===== config.mk =====
export PLATFORM = sky130hd
export DESIGN_NAME = gpio_edge_ctl
export DESIGN_NICKNAME = d
export VERILOG_FILES = /design/src/rtl/gpio_edge_pkg.sv /design/src/rtl/gpio_sync_chain.sv /design/src/rtl/gpio_edge_det.sv /design/src/rtl/gpio_edge_regs.sv /design/src/rtl/gpio_edge_ctl.sv
export SDC_FILE = /design/constraint.sdc
export NUM_CORES = 1
export LEC_CHECK = 0
export ABC_AREA = 1
export BUFFER_PORTS_ARGS = -buffer_cell sky130_fd_sc_hd__buf_4
export CAP_MARGIN = 25
export CORE_MARGIN = 3
export CORE_UTILIZATION = 62
export CTS_CLUSTER_DIAMETER = 60
export CTS_CLUSTER_SIZE = 30
export DETAILED_ROUTE_END_ITERATION = 16
export GPL_TIMING_DRIVEN = 0
export PLACE_DENSITY = 0.85
export SYNTH_ARGS = -nofsm -noshare
export SYNTH_HDL_FRONTEND = slang
export SYNTH_SLANG_ARGS = --single-unit

===== constraint.sdc =====
create_clock -name clk -period 1.7 [get_ports clk]
set_clock_uncertainty 0.15 [all_clocks]
set_input_delay 0.085 -clock clk [delete_from_list [all_inputs] [get_ports clk]]
set_output_delay 0.085 -clock clk [all_outputs]
set_load 0.02 [all_outputs]

===== src/rtl/gpio_edge_pkg.sv =====
package gpio_edge_pkg;
   localparam int ADDR_W = 8;
   localparam int DATA_W = 16;

   typedef enum logic [ADDR_W-1:0] {
      OFF_DIN  = 8'h00,
      OFF_DOUT = 8'h04,
      OFF_DIR  = 8'h08,
      OFF_POL  = 8'h0C,
      OFF_MASK = 8'h10,
      OFF_STAT = 8'h14,
      OFF_PINC = 8'h18
   } reg_off_e;

   typedef enum logic [1:0] {
      SZ_BYTE = 2'b00,
      SZ_HALF = 2'b01,
      SZ_WORD = 2'b10,
      SZ_RSVD = 2'b11
   } acc_size_e;
endpackage


===== src/rtl/gpio_sync_chain.sv =====
module gpio_sync_chain #(
   parameter int W      = 16,
   parameter int STAGES = 2
) (
   input  logic         clk,
   input  logic         rst_n,
   input  logic [W-1:0] d_async,
   output logic [W-1:0] q_sync
);
   generate
      if (STAGES < 2) begin : g_bad_stages
         $error("gpio_sync_chain: STAGES must be at least 2");
      end
   endgenerate

   logic [W-1:0] stage_q [STAGES];

   always_ff @(posedge clk or negedge rst_n) begin
      if (!rst_n) stage_q[0] <= '0;
      else        stage_q[0] <= d_async;
   end

   generate
      for (genvar s = 1; s < STAGES; s++) begin : g_stage
         always_ff @(posedge clk or negedge rst_n) begin
            if (!rst_n) stage_q[s] <= '0;
            else        stage_q[s] <= stage_q[s-1];
         end
      end
   endgenerate

   assign q_sync = stage_q[STAGES-1];
endmodule


===== src/rtl/gpio_edge_det.sv =====
module gpio_edge_det #(
   parameter int W = 16
) (
   input  logic         clk,
   input  logic         rst_n,
   input  logic [W-1:0] sample,
   input  logic [W-1:0] rise_sel,
   input  logic [W-1:0] is_input,
   input  logic [W-1:0] masked,
   output logic [W-1:0] event_hit
);
   logic [W-1:0] prev_q;
   logic [W-1:0] rise_w;
   logic [W-1:0] fall_w;

   always_ff @(posedge clk or negedge rst_n) begin
      if (!rst_n) prev_q <= '0;
      else        prev_q <= sample;
   end

   generate
      for (genvar i = 0; i < W; i++) begin : g_line
         assign rise_w[i]    = sample[i] & ~prev_q[i];
         assign fall_w[i]    = ~sample[i] & prev_q[i];
         assign event_hit[i] = (rise_sel[i] ? rise_w[i] : fall_w[i])
                               & is_input[i] & ~masked[i];
      end
   endgenerate
endmodule


===== src/rtl/gpio_edge_regs.sv =====
module gpio_edge_regs
   import gpio_edge_pkg::*;
#(
   parameter int W = 16
) (
   input  logic              clk,
   input  logic              rst_n,
   input  logic              bus_valid,
   input  logic              bus_write,
   input  logic [ADDR_W-1:0] bus_addr,
   input  logic [1:0]        bus_size,
   input  logic [DATA_W-1:0] bus_wdata,
   output logic              rd_valid,
   output logic [DATA_W-1:0] rd_data,
   input  logic [W-1:0]      sample,
   input  logic [W-1:0]      event_hit,
   output logic [W-1:0]      dout_q,
   output logic [W-1:0]      dir_q,
   output logic [W-1:0]      pol_q,
   output logic [W-1:0]      mask_q,
   output logic [W-1:0]      stat_q
);
   logic [W-1:0]      pinc_q;
   logic              size_ok;
   logic              wr_ok;
   logic              rd_ok;
   logic [W-1:0]      wval;
   logic [W-1:0]      clr_bits;
   logic [W-1:0]      sel_val;
   logic              sel_hit;
   logic [DATA_W-1:0] rd_ext;

   assign size_ok  = (bus_size == SZ_HALF);
   assign wr_ok    = bus_valid & bus_write & size_ok;
   assign rd_ok    = bus_valid & ~bus_write & size_ok;
   assign wval     = bus_wdata[W-1:0];
   assign clr_bits = (wr_ok && bus_addr == OFF_STAT) ? wval : '0;

   always_ff @(posedge clk or negedge rst_n) begin
      if (!rst_n) begin
         dout_q <= '1;
         dir_q  <= '1;
         pol_q  <= '1;
         mask_q <= '1;
         pinc_q <= '1;
         stat_q <= '0;
      end else begin
         if (wr_ok) begin
            case (bus_addr)
               OFF_DOUT: dout_q <= wval;
               OFF_DIR:  dir_q  <= wval;
               OFF_POL:  pol_q  <= wval;
               OFF_MASK: mask_q <= wval;
               OFF_PINC: pinc_q <= wval;
               default:  ;
            endcase
         end
         stat_q <= (stat_q & ~clr_bits) | event_hit;
      end
   end

   always_comb begin
      sel_hit = 1'b1;
      case (bus_addr)
         OFF_DIN:  sel_val = sample & pinc_q;
         OFF_DOUT: sel_val = dout_q;
         OFF_DIR:  sel_val = dir_q;
         OFF_POL:  sel_val = pol_q;
         OFF_MASK: sel_val = mask_q;
         OFF_STAT: sel_val = stat_q;
         OFF_PINC: sel_val = pinc_q;
         default: begin
            sel_val = '0;
            sel_hit = 1'b0;
         end
      endcase
      rd_ext = '0;
      if (sel_hit) rd_ext[W-1:0] = sel_val;
   end

   always_ff @(posedge clk or negedge rst_n) begin
      if (!rst_n) begin
         rd_valid <= 1'b0;
         rd_data  <= '0;
      end else begin
         rd_valid <= bus_valid & ~bus_write;
         rd_data  <= rd_ok ? rd_ext : '0;
      end
   end
endmodule


===== src/rtl/gpio_edge_ctl.sv =====
module gpio_edge_ctl
   import gpio_edge_pkg::*;
#(
   parameter int NLINES      = 16,
   parameter int SYNC_STAGES = 2
) (
   input  logic              clk,
   input  logic              rst_n,
   input  logic              bus_valid,
   input  logic              bus_write,
   input  logic [ADDR_W-1:0] bus_addr,
   input  logic [1:0]        bus_size,
   input  logic [DATA_W-1:0] bus_wdata,
   output logic              rd_valid,
   output logic [DATA_W-1:0] rd_data,
   input  logic [NLINES-1:0] pin_in,
   output logic [NLINES-1:0] pin_out,
   output logic [NLINES-1:0] pin_oe,
   output logic              irq
);
   generate
      if (NLINES < 1 || NLINES > DATA_W) begin : g_bad_lines
         $error("gpio_edge_ctl: NLINES must be in 1..DATA_W");
      end
   endgenerate

   logic [NLINES-1:0] sample;
   logic [NLINES-1:0] event_hit;
   logic [NLINES-1:0] dout_q;
   logic [NLINES-1:0] dir_q;
   logic [NLINES-1:0] pol_q;
   logic [NLINES-1:0] mask_q;
   logic [NLINES-1:0] stat_q;

   gpio_sync_chain #(.W(NLINES), .STAGES(SYNC_STAGES)) u_sync (
      .clk     (clk),
      .rst_n   (rst_n),
      .d_async (pin_in),
      .q_sync  (sample)
   );

   gpio_edge_det #(.W(NLINES)) u_det (
      .clk       (clk),
      .rst_n     (rst_n),
      .sample    (sample),
      .rise_sel  (pol_q),
      .is_input  (dir_q),
      .masked    (mask_q),
      .event_hit (event_hit)
   );

   gpio_edge_regs #(.W(NLINES)) u_regs (
      .clk       (clk),
      .rst_n     (rst_n),
      .bus_valid (bus_valid),
      .bus_write (bus_write),
      .bus_addr  (bus_addr),
      .bus_size  (bus_size),
      .bus_wdata (bus_wdata),
      .rd_valid  (rd_valid),
      .rd_data   (rd_data),
      .sample    (sample),
      .event_hit (event_hit),
      .dout_q    (dout_q),
      .dir_q     (dir_q),
      .pol_q     (pol_q),
      .mask_q    (mask_q),
      .stat_q    (stat_q)
   );

   // Output drive follows the direction register directly, so a direction
   // flip re-drives the held data-out bit on the following cycle.
   assign pin_oe  = ~dir_q;
   assign pin_out = dout_q & ~dir_q;
   assign irq     = |stat_q;
endmodule


==> impl_metrics.ini, run 1 <==
[run_status]
status = finished, violations left
violations = negative setup slack

[die]
io-pin-count = 96
start_util = 0.641
rows = 38
die_h_um = 112
core_mm2 = 0.0109
dieArea_mm2 = 0.0126
dieWidth_um = 112

[timing]
hold_ws_ps = 12.5
rsz0062_at_grt = yes
slew_headroom = 0.391
period_minus_slack_ps = 1750
worstMarginPinSlew_ps = 914
max_freq_mhz = 572
finalCritPeriodShare = 1.03
timing_hold_violations_final = 0
setup_violations = 1
slew_violations = 0
fin_ws_ps = -49.7

[logic_synthesis]
synth.most_common_cell = nand2_1
synth-edff-count = 0
yosysTopAreaCell = dfstp_2
synth.net_count = 869
yosys_warnings = 0
netlist_area_mm2 = 0.00701
synth_top_area_share = 0.300
syn_area_per_cell_um2 = 8.52
synth-main-ff-cell = dfrtp_1
synth.top_cells.by_count = 206 x nand2_1, 107 x o21ai_0, 91 x inv_1, 84 x nand3_1, 81 x dfrtp_1
ys_ff_latch = 161
netlist_instances = 823
netlist_top_cells_area = dfstp_2 30%, dfrtp_1 29%, nand2_1 11%, o21ai_0 7.6%, nand3_1 6.0%
synth.yosys.seq_area_share = 0.589
async_flop_share = 1.00
synth_cell_types = 22

[drt]
ant_nets = 0
drc = 0
routed_wirelength_mm = 21.9
drt_iter0_drc = 756
num_vias = 6679
vias_per_cell = 5.92
drt_first_pass_iters = 6
route.detailed.wl_per_inst_um = 19.4

[power_and_ir_drop]
switchingPower_mw = 1.84
seq_power_share = 0.477
p_int_mw = 6.54
total_power_mw = 8.38
p_sw_frac = 0.220
p_leak_nw = 4.15
p_clk_frac = 0.472
ir_drop_mv = 0.863
p_per_area_mw_per_mm2 = 937
pwr-share-comb = 0.051

[cells_and_area]
fin_cells = 1128
layout-drive-gt1-share = 0.244
fin_area_mm2 = 0.00894
finish.net_count = 1021
syn2layout_area_growth_pct = 27.4

[worst_setup_path]
end_kind = output pin
start_kind = flip-flop
worstSetupPathType = flip-flop to output pin
crit_arrival_ps = 1510
crit_fanout = 2
required_ps = 1460

[clocking]
htreeDepth = 4
numCtsBuffers = 17
cts-root-buf = clkbuf_16
cts_tree = yes
cts_buffer_depth = 2
clk_pin_slew_ps = 60
clock_latency_ps = 430
clkSinkCount = 161

[placed_design]
dp_slack_ps = -223
port_buffers = 95
place_area_mm2 = 0.00793
hpwl_mm = 13.4
gp_congestion = 0.955
placed_cells = 1059

[global_route]
grt-ovfl-total = 0
grt_pass1_vias = 6835
antenna_found_initial = 1
grt_max_degree = 103
grtUsageTotal = 0.357
grt_pass1_wl_mm = 34.5

[run]
cap_viol_max_count = 0

[min_path]
hold_class = input port to flip-flop
==> worst paths after layout <==
kind                                         start                end  slack [ps]  cells past startpoint
worst min-delay path                   bus_size[1]   u_regs.stat_q[2]          10                      5
worst max register to register    u_regs.pinc_q[3]  u_regs.rd_data[3]         410                      6
min in group asynchronous                    rst_n    u_regs.rd_valid         160                      2
worst min register to register  u_sync.stage_q[30]  u_sync.q_sync[14]         200                      0
worst max-delay path              u_regs.stat_q[0]                irq         -50                      3
max in group asynchronous                    rst_n   u_regs.pol_q[10]         400                      3
==> routing by layer <==
layer | share of wire | global-route usage
met5 | 0 | 0
met2 | 0.48 | 0.561
met3 | 0.12 | 0.105
met4 | 0.041 | 0.190
met1 | 0.36 | 0.451
==> power by group through the flow <==
stage	sequential, mW	clock [mW]	combinational [mW]
global route	4.00	4.09	0.466
floorplan	4.03	0	0.123
detailed placement	4.05	0	0.355
global placement	4.04	0	0.333
finish	3.99	3.95	0.427
CTS	3.99	3.95	0.424
==> repair_timing <==
| action | in CTS | in global routing |
|---|---|---|
| setup endpoints to repair | 1 | 1 |
| hold endpoints to repair | 160 | 0 |
| setup buffers | 1 | 1 |
| resized for setup | 5 | 0 |
| hold buffers | 35 | 0 |
| pin swaps | 3 | 2 |
==> cells in the final DEF (no fill, tap or decap), types with 32 or more instances in the layout <==
cell type / n
buf_4: 101
a21oi_1: 32
dlygate4sd3_1: 35
dfrtp_1: 80
nand2_1: 206
o21ai_0: 107
dfstp_2: 80
inv_1: 91
nor2_1: 70
nand3_1: 84
==> logic make-up after synthesis <==
group,synth area share
simple gates,0.232
compound gates,0.104
flops,0.589
buf+inv,0.0749
==> through the flow <==
stage | utilization | TNS, ps
2_1_floorplan | - | 0
3_3_place_gp | 0.723 | -29500
3_5_place_dp | 0.725 | -9670
4_1_cts | 0.816 | -61.1
5_1_grt | 0.817 | -65.5
6_report | 0.817 | -49.7
==> final cells by class <==
| cell class | instances | area, µm² |
|---|---|---|
| fill | 703 | 2000 |
| timing repair buffer | 133 | 1110 |
| inverter | 92 | 345 |
| buffer | 36 | 180 |
| sequential | 161 | 4130 |
| clock inverter | 8 | 128 |
| antenna | 1 | 2.50 |
| multi-input combinational | 534 | 2390 |
| tap | 140 | 175 |
| clock buffer | 23 | 478 |
==> worst max-delay path, stage by stage (launching register included) <==
cell     delay [ps]
dfrtp_2         440
nor4_4          320
nand4_1         140
buf_4           180
Note: power is estimated with default switching activity, not from simulation.
==> inputs of run 2 (changes only) <==
==> constraint.sdc (replaced) <==
create_clock -name clk -period 1.7 [get_ports clk]
set_clock_uncertainty 0.15 [all_clocks]
set_input_delay 0.255 -clock clk [delete_from_list [all_inputs] [get_ports clk]]
set_output_delay 0.255 -clock clk [all_outputs]
set_load 0.02 [all_outputs]
==> run 2 against run 1 <==
The run still ends with negative setup slack left; sequential share of layout area shrank 0.37 points; die area is the same; via count grew 0.91%; total power grew 0.12%; register-to-register slack is essentially flat; count of clock-buffer cells in the layout is the same; cell area grew 0.81%; non-clock buffer count grew 1; final cell count is essentially flat; core utilization grew 0.66 points; sequential cell count is the same.
==> impl_metrics.ini, run 2 (same netlist as run 1, synthesis figures left out) <==
[run_status]
status = finished, violations left
violations = negative setup slack

[clocking]
clkSinkCount = 161
htreeDepth = 4
clock_latency_ps = 430
cts-root-buf = clkbuf_16
cts_tree = yes
numCtsBuffers = 17
cts_buffer_depth = 2
clk_pin_slew_ps = 60

[drt]
drc = 0
route.detailed.wl_per_inst_um = 19.6
drt_iter0_drc = 827
num_vias = 6740
ant_nets = 0
routed_wirelength_mm = 22.1
drt_first_pass_iters = 6
vias_per_cell = 5.97

[timing]
setup_violations = 1
rsz0062_at_grt = yes
hold_ws_ps = 191
slew_violations = 0
period_minus_slack_ps = 1920
finalCritPeriodShare = 1.13
fin_ws_ps = -218
timing_hold_violations_final = 0
slew_headroom = 0.392
worstMarginPinSlew_ps = 912
max_freq_mhz = 521

[worst_setup_path]
r2r-end = u_regs.rd_data[3]
start_kind = flip-flop
path_cells = nor4_4 > nand4_1 > buf_4
reg2reg_depth = 6
worstSetupPathType = flip-flop to output pin
end_kind = output pin
crit_fanout = 2
worst_path_max_delay_cell = dfrtp_2
rr_startpoint = u_regs.pinc_q[3]
crit_arrival_ps = 1510
ff2ff_setup_slack_ps = 410
required_ps = 1290
max_stage_delay_ps = 440

[power_and_ir_drop]
p_clk_frac = 0.472
p_leak_nw = 4.16
ir_drop_mv = 0.863
total_power_mw = 8.39
pwr-share-comb = 0.051
seq_power_share = 0.476
p_per_area_mw_per_mm2 = 931
p_int_mw = 6.54
p_sw_frac = 0.220
switchingPower_mw = 1.85

[cells_and_area]
finish.net_count = 1022
syn2layout_area_growth_pct = 28.5
fillers = 692
layout-drive-gt1-share = 0.264
layout.area.seq_mm2 = 0.00413
fin_cells = 1129
final_common_cell = nand2_1
multiInputGateArea_mm2 = 0.00243
layout.cells.most_common_list = 206 x nand2_1, 107 x o21ai_0, 98 x buf_4, 85 x inv_1, 84 x nand3_1

[min_path]
hold_class = input port to flip-flop
min_from = bus_size[1]
min_to = u_regs.stat_q[2]
whs_path_depth = 5

[die]
core_mm2 = 0.0109
start_util = 0.641
rows = 38
io-pin-count = 96
dieArea_mm2 = 0.0126
dieWidth_um = 112
die_h_um = 112

[global_route]
grt_max_degree = 103
grtUsageTotal = 0.358
grt-ovfl-total = 0
grt_pass1_wl_mm = 34.6
grt_pass1_vias = 6853
antenna_found_initial = 1

[placed_design]
placed_cells = 1059
hpwl_mm = 13.4
port_buffers = 95
gp_congestion = 0.955

[run]
cap_viol_max_count = 0
run 2: critical path: cells and delay by family, from the launching register on:
| kind | cells | cell delay (ps) |
|---|---|---|
| flip-flops | 1 | 440 |
| buffers and inverters | 1 | 180 |
| AND/OR/NAND/NOR | 2 | 460 |
run 2: how the worst max path moves through the flow:
| stage | slack, ps | from | cells after the start | end |
|---|---|---|---|---|
| floorplan | 260 | bus_addr[0] | 8 | u_regs.stat_q[10] |
| global placement | -500 | rst_n | 1 | u_sync.stage_q[24] |
| finish | -220 | u_regs.stat_q[0] | 3 | irq |
| CTS | -230 | u_regs.stat_q[14] | 3 | irq |
| detailed placement | -390 | bus_addr[1] | 7 | u_regs.mask_q[8] |
| global route | -240 | u_regs.stat_q[13] | 3 | irq |
run 2: repair_timing:
| action | 4_1_cts | 5_1_grt |
|---|---|---|
| hold buffers | 35 | 0 |
| resized for setup | 8 | 29 |
| setup buffers | 1 | 2 |
| endpoints found under the hold margin | 82 | 0 |
| pin swaps | 3 | 7 |
| endpoints found under the setup margin | 4 | 37 |
run 2: power groups by stage:
stage,registers (mW),logic (mW),clock network (mW)
global placement,4.04,0.333,0
global route,4.00,0.469,4.09
CTS,3.99,0.424,3.95
detailed placement,4.05,0.355,0
finish,3.99,0.430,3.96
floorplan,4.03,0.123,0
run 2: metal layers:
layer | global-route usage | share of wire
met4 | 0.190 | 0.046
met3 | 0.105 | 0.12
met1 | 0.452 | 0.36
met5 | 0 | 0
met2 | 0.561 | 0.48
run 2: final cells by class:
cell class	instances	area share
antenna	1	0.000278
buffer	36	0.0208
clock buffer	23	0.0530
clock inverter	8	0.0142
inverter	92	0.0383
multi-input combinational	534	0.270
sequential	161	0.458
tap	140	0.0194
timing repair buffer	134	0.126
run 2: per-stage QoR:
stage / area (µm²) / util / worst slack (ps) / setup TNS (ps)
3_3_place_gp: 7900 / 0.723 / -495 / -64360
2_1_floorplan: 7010 / - / 257 / 0
5_1_grt: 9010 / 0.824 / -235 / -239
3_5_place_dp: 7930 / 0.725 / -393 / -26940
4_1_cts: 8930 / 0.817 / -231 / -231
6_report: 9010 / 0.824 / -218 / -218
==> inputs of run 3 (changes only) <==
- CORE_UTILIZATION: 62 -> 64
- CTS_BUF_LIST: not set -> sky130_fd_sc_hd__clkbuf_4 sky130_fd_sc_hd__clkbuf_8
- PLACE_DENSITY: 0.85 -> 0.87
==> run 3 against run 2 <==
The flow still finishes with violations (negative setup slack); total power decreased by 11%; global-route usage rose by 1.8 points; critical path depth stayed put; worst hold slack got worse by 57 ps; critical endpoint unchanged; largest power group unchanged.
==> impl_metrics.ini, run 3 (same netlist as run 1, synthesis figures left out) <==
[placed_design]
port_buffers = 95
hpwl_mm = 13.4
place_area_mm2 = 0.00793
gp_congestion = 0.977

[power_and_ir_drop]
seq_power_share = 0.535
p_clk_frac = 0.405
total_power_mw = 7.47
p_sw_frac = 0.243
ir_drop_mv = 0.803
pwr-share-comb = 0.060
switchingPower_mw = 1.82
p_leak_nw = 4.17
p_per_area_mw_per_mm2 = 827
p_int_mw = 5.65

[global_route]
grtUsageTotal = 0.376
grt_use_met3 = 0.135
busiest_layer = met2
grt_pass1_wl_mm = 35.5
grt_pass1_vias = 6809
grt_util_met1 = 0.466
grt_max_degree = 92
grt-ovfl-total = 0
met2_usage = 0.578
antenna_found_initial = 1

[worst_setup_path]
critical-path-top-delay-family = simple AND/OR/NAND/NOR gates
end_kind = output pin
rr_startpoint = u_regs.dout_q[2]
path_cells = nor4_4 > nand4_1 > buf_4
start_kind = flip-flop
cp_num_buf_inv = 1
crit_arrival_ps = 1640
worstSetupPathType = flip-flop to output pin
required_ps = 1290
crit_fanout = 3
crit_start = u_regs.stat_q[14]
worst_path_max_delay_cell = dfrtp_2
max_stage_delay_ps = 460

[timing]
slew_headroom = 0.482
worstMarginPinSlew_ps = 778
timing_hold_violations_final = 0
rsz0062_at_grt = yes
fin_ws_ps = -344
finalCritPeriodShare = 1.20
slew_violations = 0
max_freq_mhz = 489
period_minus_slack_ps = 2040
setup_violations = 4
hold_ws_ps = 134

[cells_and_area]
fin_area_mm2 = 0.00902
layout-drive-gt1-share = 0.307
layout.cells.most_common_list = 206 x nand2_1, 107 x o21ai_0, 100 x buf_4, 84 x nand3_1
final_common_cell = nand2_1
fillers = 549
finish.net_count = 1039
syn2layout_area_growth_pct = 28.7

[drt]
vias_per_cell = 6.03
num_vias = 6894
ant_nets = 0
drt_iter0_drc = 853
drt_first_pass_iters = 6
drc = 0
routed_wirelength_mm = 23.2
route.detailed.wl_per_inst_um = 20.3

[die]
core_mm2 = 0.0105
dieWidth_um = 111
die_h_um = 111
dieArea_mm2 = 0.0123
rows = 37
start_util = 0.667
io-pin-count = 96

[clocking]
clk_pin_slew_ps = 90
numCtsBuffers = 17
cts-root-buf = clkbuf_8
clkSinkCount = 161
cts_buffer_depth = 2
clock_latency_ps = 480
htreeDepth = 4
cts_tree = yes

[min_path]
min_from = bus_size[1]
hold_class = input port to flip-flop

[run]
cap_viol_max_count = 0

[run_status]
status = finished, violations left
violations = negative setup slack
==> run 3: cell types whose count changed in the layout (fill, tap and decap cells not counted), sizes merged <==
| cell | change |
|---|---|
| buf | +18 |
| clkbuf | -3 |
| inv | +2 |
| clkinvlp | +1 |
==> run 3: per-stage QoR <==
| step | std cells | setup WS (ps) | util | setup TNS [ps] |
|---|---|---|---|---|
| after global routing | 1142 | -408 | 0.858 | -1280 |
| final | 1143 | -344 | 0.859 | -403 |
| after global placement | 1054 | -481 | 0.751 | -62070 |
| after detailed placement | 1055 | -375 | 0.754 | -23390 |
| after CTS | 1131 | -354 | 0.841 | -664 |
| after floorplan | 823 | 257 | - | 0 |
==> run 3: final cells by class <==
type,instances,area [µm²],area share
Tap cell,136,170,0.0189
Sequential cell,161,4130,0.458
Multi-Input combinational cell,534,2450,0.272
Antenna cell,1,2.50,0.000277
Timing Repair Buffer,151,1320,0.146
Clock buffer,21,264,0.0293
Buffer,36,184,0.0204
Clock inverter,11,155,0.0172
Inverter,92,345,0.0383
==> run 3: tightest hold or removal path: stages <==
cell     delay [ps]
buf_4           100
nor3_2           70
nand3_1         180
nand2_1          60
o21ai_0          60
==> run 3: final timing paths <==
check                               endpoint  slack, ps  cells after the start
hold / removal               u_regs.dir_q[0]        130                      5
min in group asynchronous  u_regs.rd_data[0]        210                      2
setup reg to reg           u_regs.rd_data[2]        230                      6
max in group asynchronous   u_regs.pol_q[14]        310                      3
setup / recovery                         irq       -340                      3
hold reg to reg             u_sync.q_sync[2]        200                      0
==> run 3: power groups by stage <==
stage	Sequential [mW]	Clock, mW	Combinational (mW)
floorplan	4.03	0	0.123
global placement	4.04	0	0.333
detailed placement	4.05	0	0.355
CTS	3.99	3.01	0.431
global route	4.00	3.23	0.485
finish	3.99	3.03	0.448
==> run 3: routing by layer <==
layer	share of wire	up-vias	routed length, µm
li1	-	2989	-
met1	0.36	3249	8290
met2	0.47	537	10900
met3	0.12	117	2810
met4	0.049	2	1140
met5	0.00056	-	13
==> run 3: repair_timing <==
action,CTS,global route
endpoints found under the setup margin,18,43
setup buffers,9,11
hold buffers,35,0
hold endpoints to repair,134,0
pin swaps,7,8
resized for setup,37,44
